**src/rtl/tcp_pkg.sv**
```systemverilog
package tcp_pkg;
  // control word bit positions (software decodes these)
  localparam int CB_RUN     = 0;
  localparam int CB_UP      = 1;
  localparam int CB_CNTMODE = 2;
  localparam int CB_ONESHOT = 3;
  localparam int CB_CASC    = 4;
  localparam int CB_INV     = 5;
  localparam int CB_EDGE_LO = 6;
  localparam int CB_SYNC    = 8;
  localparam int CB_EXTCLK  = 9;
  localparam int CB_SRCSEL  = 10;
  localparam int CTRL_W     = 11;

  // run command bits
  localparam int RB_START = 0;
  localparam int RB_STOP  = 1;
  localparam int RB_LOAD  = 2;

  // word address bases (channel index added where per channel)
  localparam int RA_CTRL   = 0;
  localparam int RA_RELOAD = 2;
  localparam int RA_COUNT  = 4;
  localparam int RA_RUN    = 6;
  localparam int RA_IEN    = 8;
  localparam int RA_PEND   = 9;
endpackage

```
**src/rtl/tcp_tick_gen.sv**
```systemverilog
module tcp_tick_gen #(
  parameter int PRESCALE = 4
) (
  input  logic clk,
  input  logic rst,
  output logic tick_o
);
  localparam int PW = (PRESCALE > 2) ? $clog2(PRESCALE) : 1;

  logic [PW-1:0] div_q;
  logic          tick_q;

  always_ff @(posedge clk) begin
    if (rst) begin
      div_q  <= '0;
      tick_q <= 1'b0;
    end else begin
      if (div_q == PW'(PRESCALE - 1)) div_q <= '0;
      else                            div_q <= div_q + 1'b1;
      tick_q <= (div_q == PW'(PRESCALE - 2));
    end
  end

  assign tick_o = tick_q;

  // prescaler of two or more never produces back-to-back ticks
  p_tick_gap_r5: assert property (@(posedge clk) disable iff (rst)
    tick_o |=> !tick_o);
endmodule

```
**src/rtl/tcp_edge_unit.sv**
```systemverilog
module tcp_edge_unit (
  input  logic       clk,
  input  logic       rst,
  input  logic       pin_i,
  input  logic       sync_en_i,
  input  logic       invert_i,
  input  logic [1:0] edge_sel_i,
  output logic       hit_o
);
  logic s1_q, s2_q, prev_q, level;

  assign level = (sync_en_i ? s2_q : pin_i) ^ invert_i;

  always_ff @(posedge clk) begin
    if (rst) begin
      s1_q   <= 1'b0;
      s2_q   <= 1'b0;
      prev_q <= 1'b0;
    end else begin
      s1_q   <= pin_i;
      s2_q   <= s1_q;
      prev_q <= level;
    end
  end

  always_comb begin
    unique case (edge_sel_i)
      2'b01:   hit_o = level & ~prev_q;
      2'b10:   hit_o = ~level & prev_q;
      2'b11:   hit_o = level ^ prev_q;
      default: hit_o = 1'b0;
    endcase
  end

  // an event needs the sampled level to differ from the previous one
  p_edge_needs_change_r7: assert property (@(posedge clk) disable iff (rst)
    hit_o |-> (level != prev_q));
endmodule

```
**src/rtl/tcp_step.sv**
```systemverilog
module tcp_step #(
  parameter int W = 16
) (
  input  logic [W-1:0] val_i,
  input  logic         up_i,
  output logic         term_o,
  output logic [W-1:0] next_o
);
  assign term_o = up_i ? (&val_i) : ~(|val_i);
  assign next_o = up_i ? (val_i + 1'b1) : (val_i - 1'b1);
endmodule

```
**src/rtl/tcp_pair.sv**
```systemverilog
module tcp_pair
  import tcp_pkg::*;
#(
  parameter int CW       = 16,
  parameter int AW       = 4,
  parameter int PRESCALE = 4
) (
  input  logic            clk,
  input  logic            rst,
  input  logic            wr_en_i,
  input  logic            rd_en_i,
  input  logic [AW-1:0]   addr_i,
  input  logic [2*CW-1:0] wdata_i,
  output logic [2*CW-1:0] rdata_o,
  input  logic [1:0]      ext_i,
  output logic [1:0]      irq_o
);
  localparam int DW  = 2 * CW;
  localparam int NCH = 2;

  logic [CTRL_W-1:1] ctrl_q   [NCH];
  logic [CW-1:0]     reload_q [NCH];
  logic [CW-1:0]     cnt_q    [NCH];
  logic [CW-1:0]     cnt_d    [NCH];
  logic [CW-1:0]     next16   [NCH];
  logic [NCH-1:0]    run_q, run_d, pend_q, pend_set, ien_q, irq_q;
  logic [NCH-1:0]    edge_hit, src_hit, evt, term16;
  logic [NCH-1:0]    wr_ctrl, wr_rel, wr_run;
  logic              wr_ien, wr_clr, tick, casc, term32;
  logic [DW-1:0]     next32, rd_val, rdata_q;
  logic [NCH-1:0]    clr_mask;
  logic [2:0]        cmd;

  assign casc     = ctrl_q[0][CB_CASC];
  assign wr_ien   = wr_en_i && (addr_i == AW'(RA_IEN));
  assign wr_clr   = wr_en_i && (addr_i == AW'(RA_PEND));
  assign clr_mask = wr_clr ? wdata_i[NCH-1:0] : '0;

  tcp_tick_gen #(.PRESCALE(PRESCALE)) u_tick (
    .clk(clk), .rst(rst), .tick_o(tick));

  tcp_step #(.W(DW)) u_step_wide (
    .val_i({cnt_q[1], cnt_q[0]}), .up_i(ctrl_q[0][CB_UP]),
    .term_o(term32), .next_o(next32));

  for (genvar c = 0; c < NCH; c++) begin : g_ch
    tcp_edge_unit u_edge (
      .clk(clk), .rst(rst), .pin_i(ext_i[c]),
      .sync_en_i(ctrl_q[c][CB_SYNC]), .invert_i(ctrl_q[c][CB_INV]),
      .edge_sel_i(ctrl_q[c][CB_EDGE_LO+1:CB_EDGE_LO]), .hit_o(edge_hit[c]));

    tcp_step #(.W(CW)) u_step (
      .val_i(cnt_q[c]), .up_i(ctrl_q[c][CB_UP]),
      .term_o(term16[c]), .next_o(next16[c]));

    // timer mode: tick unless external clock; counter mode: edges unless tick chosen
    assign src_hit[c] = ctrl_q[c][CB_CNTMODE]
                      ? (ctrl_q[c][CB_SRCSEL] ? tick : edge_hit[c])
                      : (ctrl_q[c][CB_EXTCLK] ? edge_hit[c] : tick);
    // the upper half follows channel A while cascaded
    assign evt[c] = run_q[c] & src_hit[c] & ~((c != 0) & casc);

    assign wr_ctrl[c] = wr_en_i && (addr_i == AW'(RA_CTRL + c));
    assign wr_rel[c]  = wr_en_i && (addr_i == AW'(RA_RELOAD + c));
    assign wr_run[c]  = wr_en_i && (addr_i == AW'(RA_RUN + c));

    p_stop_wins_r4: assert property (@(posedge clk) disable iff (rst)
      (wr_run[c] && wdata_i[RB_STOP]) |=> !run_q[c]);

    p_load_start_r4: assert property (@(posedge clk) disable iff (rst)
      (wr_run[c] && wdata_i[2:0] == 3'b101) |=> (cnt_q[c] == $past(reload_q[c])));

    p_oneshot_stop_r6: assert property (@(posedge clk) disable iff (rst)
      (evt[c] && !wr_run[c] && ctrl_q[c][CB_ONESHOT] &&
       (((c == 0) && casc) ? term32 : term16[c])) |=> !run_q[c]);

    p_pend_sticky_r11: assert property (@(posedge clk) disable iff (rst)
      (pend_q[c] && !(wr_clr && wdata_i[c])) |=> pend_q[c]);
  end

  // next-state of run flags, counts and terminal events
  always_comb begin
    run_d    = run_q;
    pend_set = '0;
    cmd      = '0;
    for (int c = 0; c < NCH; c++) cnt_d[c] = cnt_q[c];
    for (int c = 0; c < NCH; c++) begin
      cmd = wr_run[c] ? wdata_i[2:0] : 3'b000;
      if (cmd[RB_STOP]) begin
        run_d[c] = 1'b0;
      end else if (cmd[RB_START]) begin
        run_d[c] = 1'b1;
        if (cmd[RB_LOAD]) begin
          cnt_d[c] = reload_q[c];
          if ((c == 0) && casc) cnt_d[1] = reload_q[1];
        end
      end else if (evt[c]) begin
        if ((c == 0) && casc) begin
          if (term32) begin
            pend_set[0] = 1'b1;
            if (ctrl_q[0][CB_ONESHOT]) run_d[0] = 1'b0;
            else begin
              cnt_d[0] = reload_q[0];
              cnt_d[1] = reload_q[1];
            end
          end else begin
            cnt_d[0] = next32[CW-1:0];
            cnt_d[1] = next32[DW-1:CW];
          end
        end else if (term16[c]) begin
          pend_set[c] = 1'b1;
          if (ctrl_q[c][CB_ONESHOT]) run_d[c] = 1'b0;
          else                       cnt_d[c] = reload_q[c];
        end else begin
          cnt_d[c] = next16[c];
        end
      end
    end
  end

  // read mux
  always_comb begin
    rd_val = '0;
    for (int c = 0; c < NCH; c++) begin
      if (addr_i == AW'(RA_CTRL + c))
        rd_val = DW'({ctrl_q[c], run_q[c]});
      if (addr_i == AW'(RA_RELOAD + c))
        rd_val = ((c == 0) && casc) ? {reload_q[1], reload_q[0]} : DW'(reload_q[c]);
      if (addr_i == AW'(RA_COUNT + c))
        rd_val = ((c == 0) && casc) ? {cnt_q[1], cnt_q[0]} : DW'(cnt_q[c]);
    end
    if (addr_i == AW'(RA_IEN))  rd_val = DW'(ien_q);
    if (addr_i == AW'(RA_PEND)) rd_val = DW'(pend_q);
  end

  always_ff @(posedge clk) begin
    if (rst) begin
      for (int c = 0; c < NCH; c++) begin
        ctrl_q[c]   <= '0;
        reload_q[c] <= '0;
        cnt_q[c]    <= '0;
      end
      run_q   <= '0;
      pend_q  <= '0;
      ien_q   <= '0;
      irq_q   <= '0;
      rdata_q <= '0;
    end else begin
      for (int c = 0; c < NCH; c++) begin
        cnt_q[c] <= cnt_d[c];
        if (wr_ctrl[c]) begin
          ctrl_q[c] <= wdata_i[CTRL_W-1:1];
          if (c != 0) ctrl_q[c][CB_CASC] <= 1'b0;
        end
        if (wr_rel[c]) begin
          reload_q[c] <= wdata_i[CW-1:0];
          if ((c == 0) && casc) reload_q[1] <= wdata_i[DW-1:CW];
        end
      end
      run_q  <= run_d;
      pend_q <= (pend_q & ~clr_mask) | pend_set;
      if (wr_ien) ien_q <= wdata_i[NCH-1:0];
      irq_q  <= pend_q & ien_q;
      if (rd_en_i) rdata_q <= rd_val;
    end
  end

  assign rdata_o = rdata_q;
  assign irq_o   = irq_q;
endmodule

```
**config.mk**
```make
export PLATFORM = sky130hd
export DESIGN_NAME = tcp_pair
export DESIGN_NICKNAME = d
export VERILOG_FILES = /design/src/rtl/tcp_pkg.sv /design/src/rtl/tcp_tick_gen.sv /design/src/rtl/tcp_edge_unit.sv /design/src/rtl/tcp_step.sv /design/src/rtl/tcp_pair.sv
export SDC_FILE = /design/constraint.sdc
export NUM_CORES = 1
export LEC_CHECK = 0
export CAP_MARGIN = 20
export CORE_ASPECT_RATIO = 1.4
export CORE_UTILIZATION = 66
export DETAILED_ROUTE_END_ITERATION = 7
export DONT_BUFFER_PORTS = 1
export PLACE_DENSITY_LB_ADDON = 0.08
export SLEW_MARGIN = 20
export SYNTH_ARGS = -nofsm -noshare
export SYNTH_HDL_FRONTEND = slang
export SYNTH_HIERARCHICAL = 1
export SYNTH_SLANG_ARGS = --single-unit
```
**constraint.sdc**
```tcl
create_clock -name clk -period 4 [get_ports clk]
set_input_delay 0.2 -clock clk [delete_from_list [all_inputs] [get_ports clk]]
set_output_delay 0.2 -clock clk [all_outputs]
set_load 0.005 [all_outputs]
```
==> summary.md, run 1 <==
| Metric | Value |
|---|---|
| Routed WL | 41.4 mm |
| First-pass iteration count of the detailed router | 8 |
| Vias in the first global route | 11200 |
| Hold Crit Class | in -> reg |
| Overall Power | 3.77 mW |
| H-tree depth | 4 |
| GP Congestion | 1.02 |
| Largest net degree at the start of global routing | 63 |
| R2r startpoint | ctrl_q[0][0] |
| Syn_nets | 1548 |
| Final Max Slew Viols | 0 |
| Skew final | 0.0121 ns |
| Sw Share | 31.6% |
| Initial core utilization | 68.1% |
| Longest Clk Path Bufs | 2 |
| DR vias | 12300 |
| First-pass GRT wire length | 62.6 mm |
| Setup violators final | 0 |
| Failing checks | design-rule violations |
| Hold Crit Depth | 1 |
| CTS resizes | 0 |
| Seq cells post-synth | 133 |
| Worst reg2reg path depth | 13 |
| Die ar. | 18000 um2 |
| Syn Inst Count | 1441 |
| Synth Flop Type | dfxtp_1 |
| Net Sw Power | 1.19 mW |
| Gr ovfl total | 0 |
| GRT Overall Usage | 46.2% |
| Pint | 2.58 mW |
| # DRC | 9 |
| Clock sinks | 133 |
| Synth async-reset ratio | 0% |
| Inserted Diodes | 0 |
| Port-buffer cells | 0 |
| Final hold violation count | 0 |
| Initial antenna violation count | 0 |
| Worst R2R Setup Slack | 0.30 ns |
| Fmax | 271 MHz |
| Fillers | 1281 |
| Synth cell types | 87 |
| Status | complete, but fails checks |
| Die width | 114 um |
| CTS tree | built |
| Ports | 76 |
| Core ar. | 16900 um2 |
| Register share of total power | 40.1% |
| CTS buffer count | 17 |
| Power per Cell Area | 299 nW/um2 |
| CP Launch Type | flip-flop |
| WL/cell | 24.8 um |
| Num rows | 56 |
| RSZ-0062 raised after global routing | no |
| Clock share of power | 43.6% |
| Leak Pwr | 4.72 nW |
| Chip height | 158 um |
| Vias per inst | 7.36 |
| Post-route setup TNS | 0 ns |
| Root Driver | clkbuf_16 |
| Iter 0 DRT Violations | 1943 |
| Syn avg cell area | 7.98 um2 |
| Worst Path Max Fanout | 14 |
| Routed Antenna Nets | 0 |
| Crit path kind | reg -> reg |
| Setup crit end kind | flip-flop |
| Worst min-delay path startpoint | wdata_i[20] |
| Register area share after synthesis | 27.6% |
| Final #Nets | 1532 |
| Max_cap viols | 0 |
| Setup ws final | 0.304 ns |
| Post-synth EDFFs | 51 |
| Share of layout cells above drive strength 1 | 6.75% |
| R2r endpoint | cnt_q[0][15] |
| Syn Std Cell Area | 11500 um2 |
| Worst skew pair latency | 0.44 ns |
| Least-Margin Pin Slew | 1.03 ns |
| Clock-pin slew on the worst setup and hold paths | 0.07 ns |
| Synth warn | 6 |
| Final cell utilization of the core | 74.7% |
| Crit path time final | 3.70 ns |
| Pre-CTS setup slack | 0.360 ns |
| Slew HR | 30.8% |
| Area growth from synthesis to layout | 9.68% |
| Tcrit/Tclk final | 92.4% |
| Worst path required time | 4.36 ns |
| Critical Path AT | 4.06 ns |
| Post-DP HPWL | 28.2 mm |
| Comb power frac | 16.3% |
| WHS Endpoint | reload_q[1][4] |
| Worst vdd ir | 0.000303 V |
==> final cells by class <==
class | instances | area [um2] | share of cell area, %
clock buffer | 17 | 425 | 3.37
multi-input combinational | 1152 | 7720 | 61.2
timing repair buffer | 65 | 613 | 4.86
tap | 232 | 290 | 2.30
sequential | 133 | 3170 | 25.2
clock inverter | 15 | 186 | 1.48
inverter | 56 | 210 | 1.67
==> worst max path at each step <==
stage | startpoint | end | depth (start not counted)
3_3_place_gp | ctrl_q[0][0] | cnt_q[0][15] | 13
6_report | ctrl_q[0][0] | cnt_q[0][15] | 13
4_1_cts | ctrl_q[0][0] | cnt_q[0][15] | 13
3_5_place_dp | ctrl_q[0][0] | cnt_q[0][15] | 13
2_1_floorplan | ctrl_q[0][0] | cnt_q[0][30] | 13
5_1_grt | ctrl_q[0][0] | cnt_q[0][12] | 13
==> Yosys cell counts (all sizes together) (9+ instances only) <==
cell | count | area, um2
a211oi | 26 | 200
nor2b | 44 | 293
a22o | 48 | 420
a31oi | 11 | 68.8
buf | 30 | 154
dfxtp | 82 | 1640
o22a | 16 | 140
xor2 | 15 | 131
and2 | 42 | 263
or2 | 11 | 68.8
xnor2 | 36 | 315
a21oi | 107 | 547
and3 | 11 | 71.3
a21o | 22 | 165
o21a | 14 | 105
nor3 | 32 | 170
inv | 54 | 203
a22oi | 27 | 203
or3 | 22 | 138
o21ai | 106 | 531
nand3b | 10 | 75.1
ha | 62 | 776
nor2 | 84 | 315
o31ai | 9 | 72.6
nand2 | 116 | 435
mux2i | 16 | 160
nand4 | 23 | 144
clkbuf | 70 | 267
nor4 | 19 | 119
o211ai | 11 | 92.6
a221oi | 24 | 216
o221ai | 16 | 140
nand3 | 54 | 270
nand2b | 9 | 56.3
edfxtp | 51 | 1530
==> layer usage <==
| layer | share of wire [%] | wire, um | global-route usage (%) | vias up |
|---|---|---|---|---|
| met3 | 12 | 4920 | 9.11 | 233 |
| met5 | 0 | 0 | 0 | - |
| met1 | 36 | 14900 | 57.2 | 5629 |
| met2 | 44 | 18100 | 72.7 | 969 |
| met4 | 8.2 | 3410 | 30.9 | 0 |
| li1 | - | - | - | 5467 |
==> flip-flops by register name, indices dropped and copies added, names as in the netlist, 2 cells and up <==
name	flops
pend_q	2
g_ch.u_edge/prev_q	2
reload_q	32
ctrl_q	20
g_ch.u_edge/s1_q	2
g_ch.u_edge/s2_q	2
run_q	2
rdata_o	32
cnt_q	32
u_tick/div_q	2
ien_q	2
irq_o	2
==> cell families after synthesis <==
| family | count (synthesis) | share of synthesized area [%] |
|---|---|---|
| mux | 17 | 1.52 |
| simple gates | 499 | 22.6 |
| flops | 133 | 27.6 |
| compound gates | 520 | 31.7 |
| xor+xnor | 51 | 3.88 |
| buf+inv | 156 | 5.48 |
| fa+ha+maj | 65 | 7.27 |
==> metrics by stage <==
stage,cells,hold slack (ns),instance area [um2]
2_1_floorplan,1441,0.264,11500
3_3_place_gp,1602,0.275,11600
3_5_place_dp,1602,0.279,11600
6_report,1670,0.00390,12600
5_1_grt,1670,0.000601,12600
4_1_cts,1669,0.00473,12600
==> power by group through the flow <==
stage / Combinational (mW) / Clock [mW] / Sequential (mW)
after floorplan: 0.432 / 0 / 1.51
after detailed placement: 0.536 / 0 / 1.54
after global routing: 0.659 / 1.69 / 1.51
after global placement: 0.527 / 0 / 1.54
final: 0.615 / 1.64 / 1.51
after CTS: 0.583 / 1.62 / 1.51
==> timing repair <==
item | CTS | global route
endpoints found under the hold margin | 101 | 0
hold buffers | 35 | 0
setup buffers | 0 | 0
==> placed cells by master (no fill, tap or decap), types with 14 or more instances in the layout <==
cell and count:
o21ai_0 98, a221oi_1 23, and2_1 42, edfxtp_1 51
o221ai_1 16, a22oi_1 27, buf_4 28, o22a_1 16
a21oi_1 104, nand4_1 23, nand3_1 54, inv_1 52
clkbuf_16 17, dfxtp_1 82, nor4_1 19, xnor2_1 36
nor2b_1 40, nand2_1 116, or3_1 22, a22o_1 48
a211oi_1 24, mux2i_1 16, a21o_1 22, nor2_1 83
nor3_1 30, ha_1 62, xor2_1 15, dlygate4sd3_1 34
o21a_1 14
==> worst max-delay path, stage by stage (launching register included) <==
cell	delay, ns
edfxtp_1	0.51
buf_4	0.21
inv_1	0.38
ha_1	0.37
a21o_1	0.24
or2_1	0.25
o221a_1	0.24
or4_1	0.42
o211ai_2	0.15
o22a_1	0.14
o21ai_0	0.06
or3_1	0.32
a22o_1	0.18
a21oi_1	0.13
(Power assumes the default switching activity.)
==> inputs of run 2 (changes only) <==
Settings changed: CORE_UTILIZATION 66 to 50.
==> summary.md, run 2 (synthesis gave the netlist of run 1 again) <==
| Metric | Value |
|---|---|
| Worst Path Max Fanout | 14 (unchanged) |
| Highest cell delay on the worst timing path | 0.61 ns (+0.10 ns) |
| Crit path time final | 3.75 ns (+0.0537 ns) |
| Hold Crit Depth | 1 (unchanged) |
| First-pass GRT wire length | 65.2 mm (+4.0%) |
| Routed WL | 42.7 mm (+3.1%) |
| Skew final | 0.0108 ns (-0.00134 ns) |
| Crit path kind | reg -> reg |
| R2r startpoint | ctrl_q[0][0] |
| Setup crit end kind | flip-flop |
| Power per Cell Area | 295 nW/um2 (-1.4%) |
| Max_cap viols | 0 (unchanged) |
| Die ar. | 23600 um2 (+31%) |
| Chip height | 181 um (+15%) |
| Hold slack | 0.0415 ns (+0.0376 ns) |
| Met3 Usage GRT | 6.95% (-2.2 points) |
| Most Crowded Layer GR | met2 |
| Fmax | 267 MHz (-1.4%) |
| Crit. Startpoint | ctrl_q[0][0] |
| Placement Cell Area | 11800 um2 (+1.8%) |
| Clock-pin slew on the worst setup and hold paths | 0.07 ns (about the same) |
| Critical Path AT | 4.12 ns (+0.06 ns) |
| Worst path required time | 4.37 ns (about the same) |
| Vias in the first global route | 11200 (+0.25%) |
| Core ar. | 22500 um2 (+33%) |
| WL/cell | 24.3 um (-2.0%) |
| Worst R2R Setup Slack | 0.25 ns (-0.05 ns) |
| CTS tree | built |
| Hold Crit Class | in -> reg |
| Post-route setup TNS | 0 ns (unchanged) |
| Slowest-stage cell, CP | a21boi_0 |
| Final cell utilization of the core | 57.0% (-18 points) |
| Final hold violation count | 0 (unchanged) |
| CP Launch Type | flip-flop |
| H-tree depth | 4 (unchanged) |
| Initial antenna violation count | 0 (unchanged) |
| Design area | 12800 um2 (+1.8%) |
| Most frequent cells in the layout | nand2_1, a21oi_1, o21ai_0 |
| Commonest non-fill, non-tap cell in the layout | nand2_1 |
| R2r endpoint | cnt_q[0][12] |
| Final #Nets | 1550 (+1.2%) |
| Clock sinks | 133 (unchanged) |
| Slew HR | 28.1% (-2.7 points) |
| Share of layout cells above drive strength 1 | 7.55% (+0.81 points) |
| Grt met2 use | 57.0% (-16 points) |
| First-pass iteration count of the detailed router | 6 (-2) |
| Gr ovfl total | 0 (unchanged) |
| Leak Pwr | 4.80 nW (+1.8%) |
| Setup violators final | 0 (unchanged) |
| Root Driver | clkbuf_16 |
| Worst vdd ir | 0.000343 V (+13%) |
| Inserted Diodes | 0 (unchanged) |
| Least-Margin Pin Slew | 1.07 ns (+0.0402 ns) |
| Die width | 130 um (+15%) |
| Final Max Slew Viols | 0 (unchanged) |
| Stages on worst setup path | 13 (unchanged) |
| Initial core utilization | 51.1% (-17 points) |
| Post-CTS setup buffer count | 0 (unchanged) |
| Worst reg2reg path depth | 13 (unchanged) |
| Iter 0 DRT Violations | 1342 (-31%) |
| Tcrit/Tclk final | 93.7% (+1.3 points) |
| Longest Clk Path Bufs | 2 (unchanged) |
| Largest net degree at the start of global routing | 63 (unchanged) |
| DR vias | 12000 (-2.2%) |
| CP cell instances | buf_4, inv_1, ha_1, and2b_1, o2111ai_1, a21boi_0, nor2_1, o311ai_0, o22a_1, o21ai_0, or3_1, a22o_1, a21oi_1 |
| Vias per inst | 6.84 (-7.1%) |
| Port-buffer cells | 0 (unchanged) |
| CTS resizes | 0 (unchanged) |
| Worst skew pair latency | 0.45 ns (about the same) |
| Status | finished clean |
| Met1 Resource Use GR | 46.4% (-11 points) |
| Cell class contributing the biggest share of worst-path delay | compound AO/OA/AOI/OAI gates |
| Overall Power | 3.79 mW (+0.45%) |
| GRT Overall Usage | 36.8% (-9.4 points) |
| Ports | 76 (unchanged) |
| # DRC | 0 (-9) |
| Post-DP HPWL | 30.6 mm (+8.6%) |
| Endpoint of the worst setup timing path | cnt_q[0][12] |
| GP Congestion | 0.986 (-3.0%) |
| Area growth from synthesis to layout | 11.7% |
| Num rows | 65 (+16%) |
| Routed Antenna Nets | 0 (unchanged) |
| Crit path buffers/inverters | 2 (unchanged) |
| CTS buffer count | 17 (unchanged) |
| RSZ-0062 raised after global routing | no |
## run 2: changes by cell type in the layout (fill, tap and decap cells not counted), sizes merged
cell         delta
bufinv          +1
clkinv          -3
clkbuf          +2
buf            +14
dlygate4sd3     +4
## run 2: power breakdown
group          switching [mW]  total [mW]  internal [mW]
clock network           0.699        1.66          0.956
registers              0.0612        1.51           1.45
logic                   0.387       0.622          0.235
total                    1.15        3.79           2.64
## run 2: final cells by class
cell class                 instances  area [um2]
fill                            2094        9680
multi-input combinational       1152        7720
sequential                       133        3170
timing repair buffer              83         766
clock buffer                      19         443
tap                              301         377
inverter                          56         210
clock inverter                    13         160
## run 2: worst min-delay path by stage
stage | startpoint | slack, ns | endpoint
2_1_floorplan | rst | 0.26 | u_tick/div_q[0]
3_3_place_gp | rst | 0.28 | u_tick/div_q[1]
3_5_place_dp | rst | 0.28 | u_tick/div_q[0]
4_1_cts | wdata_i[1] | 0.01 | ctrl_q[0][0]
5_1_grt | wdata_i[1] | 0.02 | ctrl_q[0][0]
6_report | wdata_i[1] | 0.04 | ctrl_q[0][0]
## run 2: through the flow
stage	std cells	worst slack, ns
2_1_floorplan	1441	0.384
3_3_place_gp	1684	0.337
3_5_place_dp	1685	0.310
4_1_cts	1756	0.287
5_1_grt	1757	0.0339
6_report	1757	0.251
## run 2: timing repair
| item | CTS | global route |
|---|---|---|
| hold endpoints to repair | 111 | 0 |
| endpoints found under the setup margin | 0 | 0 |
| hold buffers | 39 | 0 |
## run 2: layer usage
metal | part of all wire, % | up-vias
li1 | - | 5501
met1 | 40 | 5718
met2 | 45 | 640
met3 | 7.9 | 167
met4 | 7.0 | 0
met5 | 0 | -
==> inputs of run 3 (changes only) <==
Clock period 4 ns to 3.4 ns, I/O delays scaled along.
==> summary.md, run 3 (synthesis gave the netlist of run 1 again) <==
| Metric | Value |
|---|---|
| Status | finished clean |
| Final #Nets | 1625 (+4.8%) |
| Tcrit/Tclk final | 98.5% (+4.8 points) |
| Power per Cell Area | 339 nW/um2 (+15%) |
| Ports | 76 (unchanged) |
| Placement Cell Area | 12300 um2 (+4.5%) |
| Die width | 130 um (unchanged) |
| Slowest-stage cell, CP | or4_1 |
| Gr ovfl total | 0 (unchanged) |
| Post-DP HPWL | 31.6 mm (+3.4%) |
| Highest cell delay on the worst timing path | 0.42 ns (-0.19 ns) |
| Hold Crit Class | in -> reg |
| Port-buffer cells | 0 (unchanged) |
| Num rows | 65 (unchanged) |
| Clock share of power | 43.7% (about the same) |
| Vias in the first global route | 11800 (+5.3%) |
| WL/cell | 24.6 um (+1.2%) |
| Design area | 13600 um2 (+5.7%) |
| GP Congestion | 0.986 (about the same) |
| Clock-pin slew on the worst setup and hold paths | 0.08 ns (about the same) |
| Fillers | 2060 (-1.6%) |
| Fmax | 299 MHz (+12%) |
| Pint | 3.17 mW (+20%) |
| H-tree depth | 4 (unchanged) |
| Root Driver | clkbuf_16 |
| Crit path time final | 3.35 ns (-0.400 ns) |
| Die ar. | 23600 um2 (unchanged) |
| Sw Share | 31.0% (+0.75 points) |
| Leak Pwr | 5.22 nW (+8.7%) |
| Routed WL | 45.0 mm (+5.5%) |
| Worst path required time | 3.77 ns (-0.60 ns) |
| Iter 0 DRT Violations | 1416 (+5.5%) |
| First-pass iteration count of the detailed router | 6 (unchanged) |
| GRT Overall Usage | 38.5% (+1.7 points) |
| Comb power frac | 17.6% (+1.2 points) |
| Crit path kind | reg -> reg |
| Area growth from synthesis to layout | 18.0% |
| Vias per inst | 6.78 (-0.87%) |
| Final Max Slew Viols | 0 (unchanged) |
| Core ar. | 22500 um2 (unchanged) |
| Critical Path AT | 3.72 ns (-0.40 ns) |
| Final cell utilization of the core | 60.3% (+3.2 points) |
| Final hold violation count | 0 (unchanged) |
| Worst skew pair latency | 0.45 ns (about the same) |
| CP cell instances | buf_4, inv_1, buf_12, ha_1, a21o_1, or2_1, o221a_1, or4_1, o211ai_2, o22a_1, o21ai_0, or3_1, a22o_1, a21oi_1 |
| Worst vdd ir | 0.000530 V (+55%) |
| CTS buffer count | 17 (unchanged) |
| Setup crit end kind | flip-flop |
| # DRC | 0 (unchanged) |
| Share of layout cells above drive strength 1 | 13.5% (+6.0 points) |
| First-pass GRT wire length | 68.3 mm (+4.8%) |
| Initial antenna violation count | 0 (unchanged) |
| Inserted Diodes | 0 (unchanged) |
| Setup violators final | 0 (unchanged) |
| Longest Clk Path Bufs | 2 (unchanged) |
| Routed Antenna Nets | 0 (unchanged) |
| Slew HR | 27.5% (-0.60 points) |
| Most frequent cells in the layout | nand2_1, buf_4, a21oi_1 |
| Worst Path Max Fanout | 14 (unchanged) |
| Net Sw Power | 1.43 mW (+24%) |
| Register share of total power | 38.7% (-1.2 points) |
| Clock sinks | 133 (unchanged) |
| Chip height | 181 um (unchanged) |
| Initial core utilization | 51.1% (unchanged) |
| CP Launch Type | flip-flop |
| Max_cap viols | 0 (unchanged) |
| RSZ-0062 raised after global routing | yes |
| DR vias | 12400 (+3.4%) |
| CTS tree | built |
| Least-Margin Pin Slew | 1.08 ns (+0.00904 ns) |
| Skew final | 0.0156 ns (+0.00481 ns) |
| Largest net degree at the start of global routing | 63 (unchanged) |
==> run 3: cell count changes in the layout (fill, tap and decap cells not counted), moves of 3 or more <==
| cell | change |
|---|---|
| a211oi_2 | +3 |
| a221oi_1 | -4 |
| buf_4 | +74 |
| a211oi_1 | -3 |
| a21oi_1 | -5 |
| inv_8 | +3 |
| a221oi_2 | +3 |
| a21oi_2 | +5 |
==> run 3: path summary, 6_finish.rpt <==
check,start,end,slack (ns),cells past startpoint
worst max-delay path,ctrl_q[0][0],cnt_q[0][15],0.05,14
worst min-delay path,wdata_i[1],cnt_q[0][27],0.02,3
worst max register to register,ctrl_q[0][0],cnt_q[0][15],0.05,14
worst min register to register,g_ch[0].u_edge/s1_q,g_ch[0].u_edge/s2_q,0.44,1
==> run 3: cell type report <==
class,count,area [um2],share of cell area [%]
well taps,301,377,2.77
flip-flops and latches,133,3170,23.4
clock inverters,14,184,1.35
inverters,56,210,1.55
clock buffers,18,439,3.24
repair buffers,158,1350,9.92
multi-input cells,1152,7850,57.8
==> run 3: worst max-delay path: cells and delay by family, from the launching register on <==
| kind | cells | cell delay (ns) |
|---|---|---|
| buffers and inverters | 3 | 0.43 |
| adder cells (fa/ha/maj) | 1 | 0.34 |
| AO/OA/AOI/OAI | 7 | 1.14 |
| AND/OR/NAND/NOR | 3 | 0.96 |
| flip-flops | 1 | 0.37 |
==> run 3: through the flow <==
step	setup WS, ns	total power, mW	hold slack [ns]	cells	setup TNS [ns]
2_1_floorplan	-0.216	2.28	0.234	1441	-0.838
3_3_place_gp	-0.145	2.50	0.248	1755	-0.145
3_5_place_dp	-0.0563	2.51	0.245	1755	-0.0563
4_1_cts	0.0614	4.56	0.000249	1827	0
5_1_grt	-0.0892	4.73	0.0257	1832	-0.204
6_report	0.0511	4.60	0.0168	1832	0
==> run 3: metal layers <==
layer	track usage [%]	part of all wire, %	wire [um]	vias up
met5	0	0	0	-
met4	26.6	7.5	3380	0
met3	7.42	9.0	4060	178
met2	60.2	45	20300	721
met1	47.3	38	17300	5873
li1	-	-	-	5658
==> run 3: power by group through the flow <==
stage	clock network, mW	logic, mW	registers [mW]
after CTS	2.02	0.772	1.77
after detailed placement	0	0.707	1.81
after global placement	0	0.699	1.81
after global routing	2.09	0.867	1.78
after floorplan	0	0.508	1.77
final	2.01	0.809	1.78
==> run 3: what timing repair did <==
action	CTS	global route
hold buffers	40	0
setup buffers	0	4
hold endpoints to repair	113	0
resized for setup	2	28
pin swaps	0	11
endpoints found under the setup margin	2	25
gates cloned	0	1
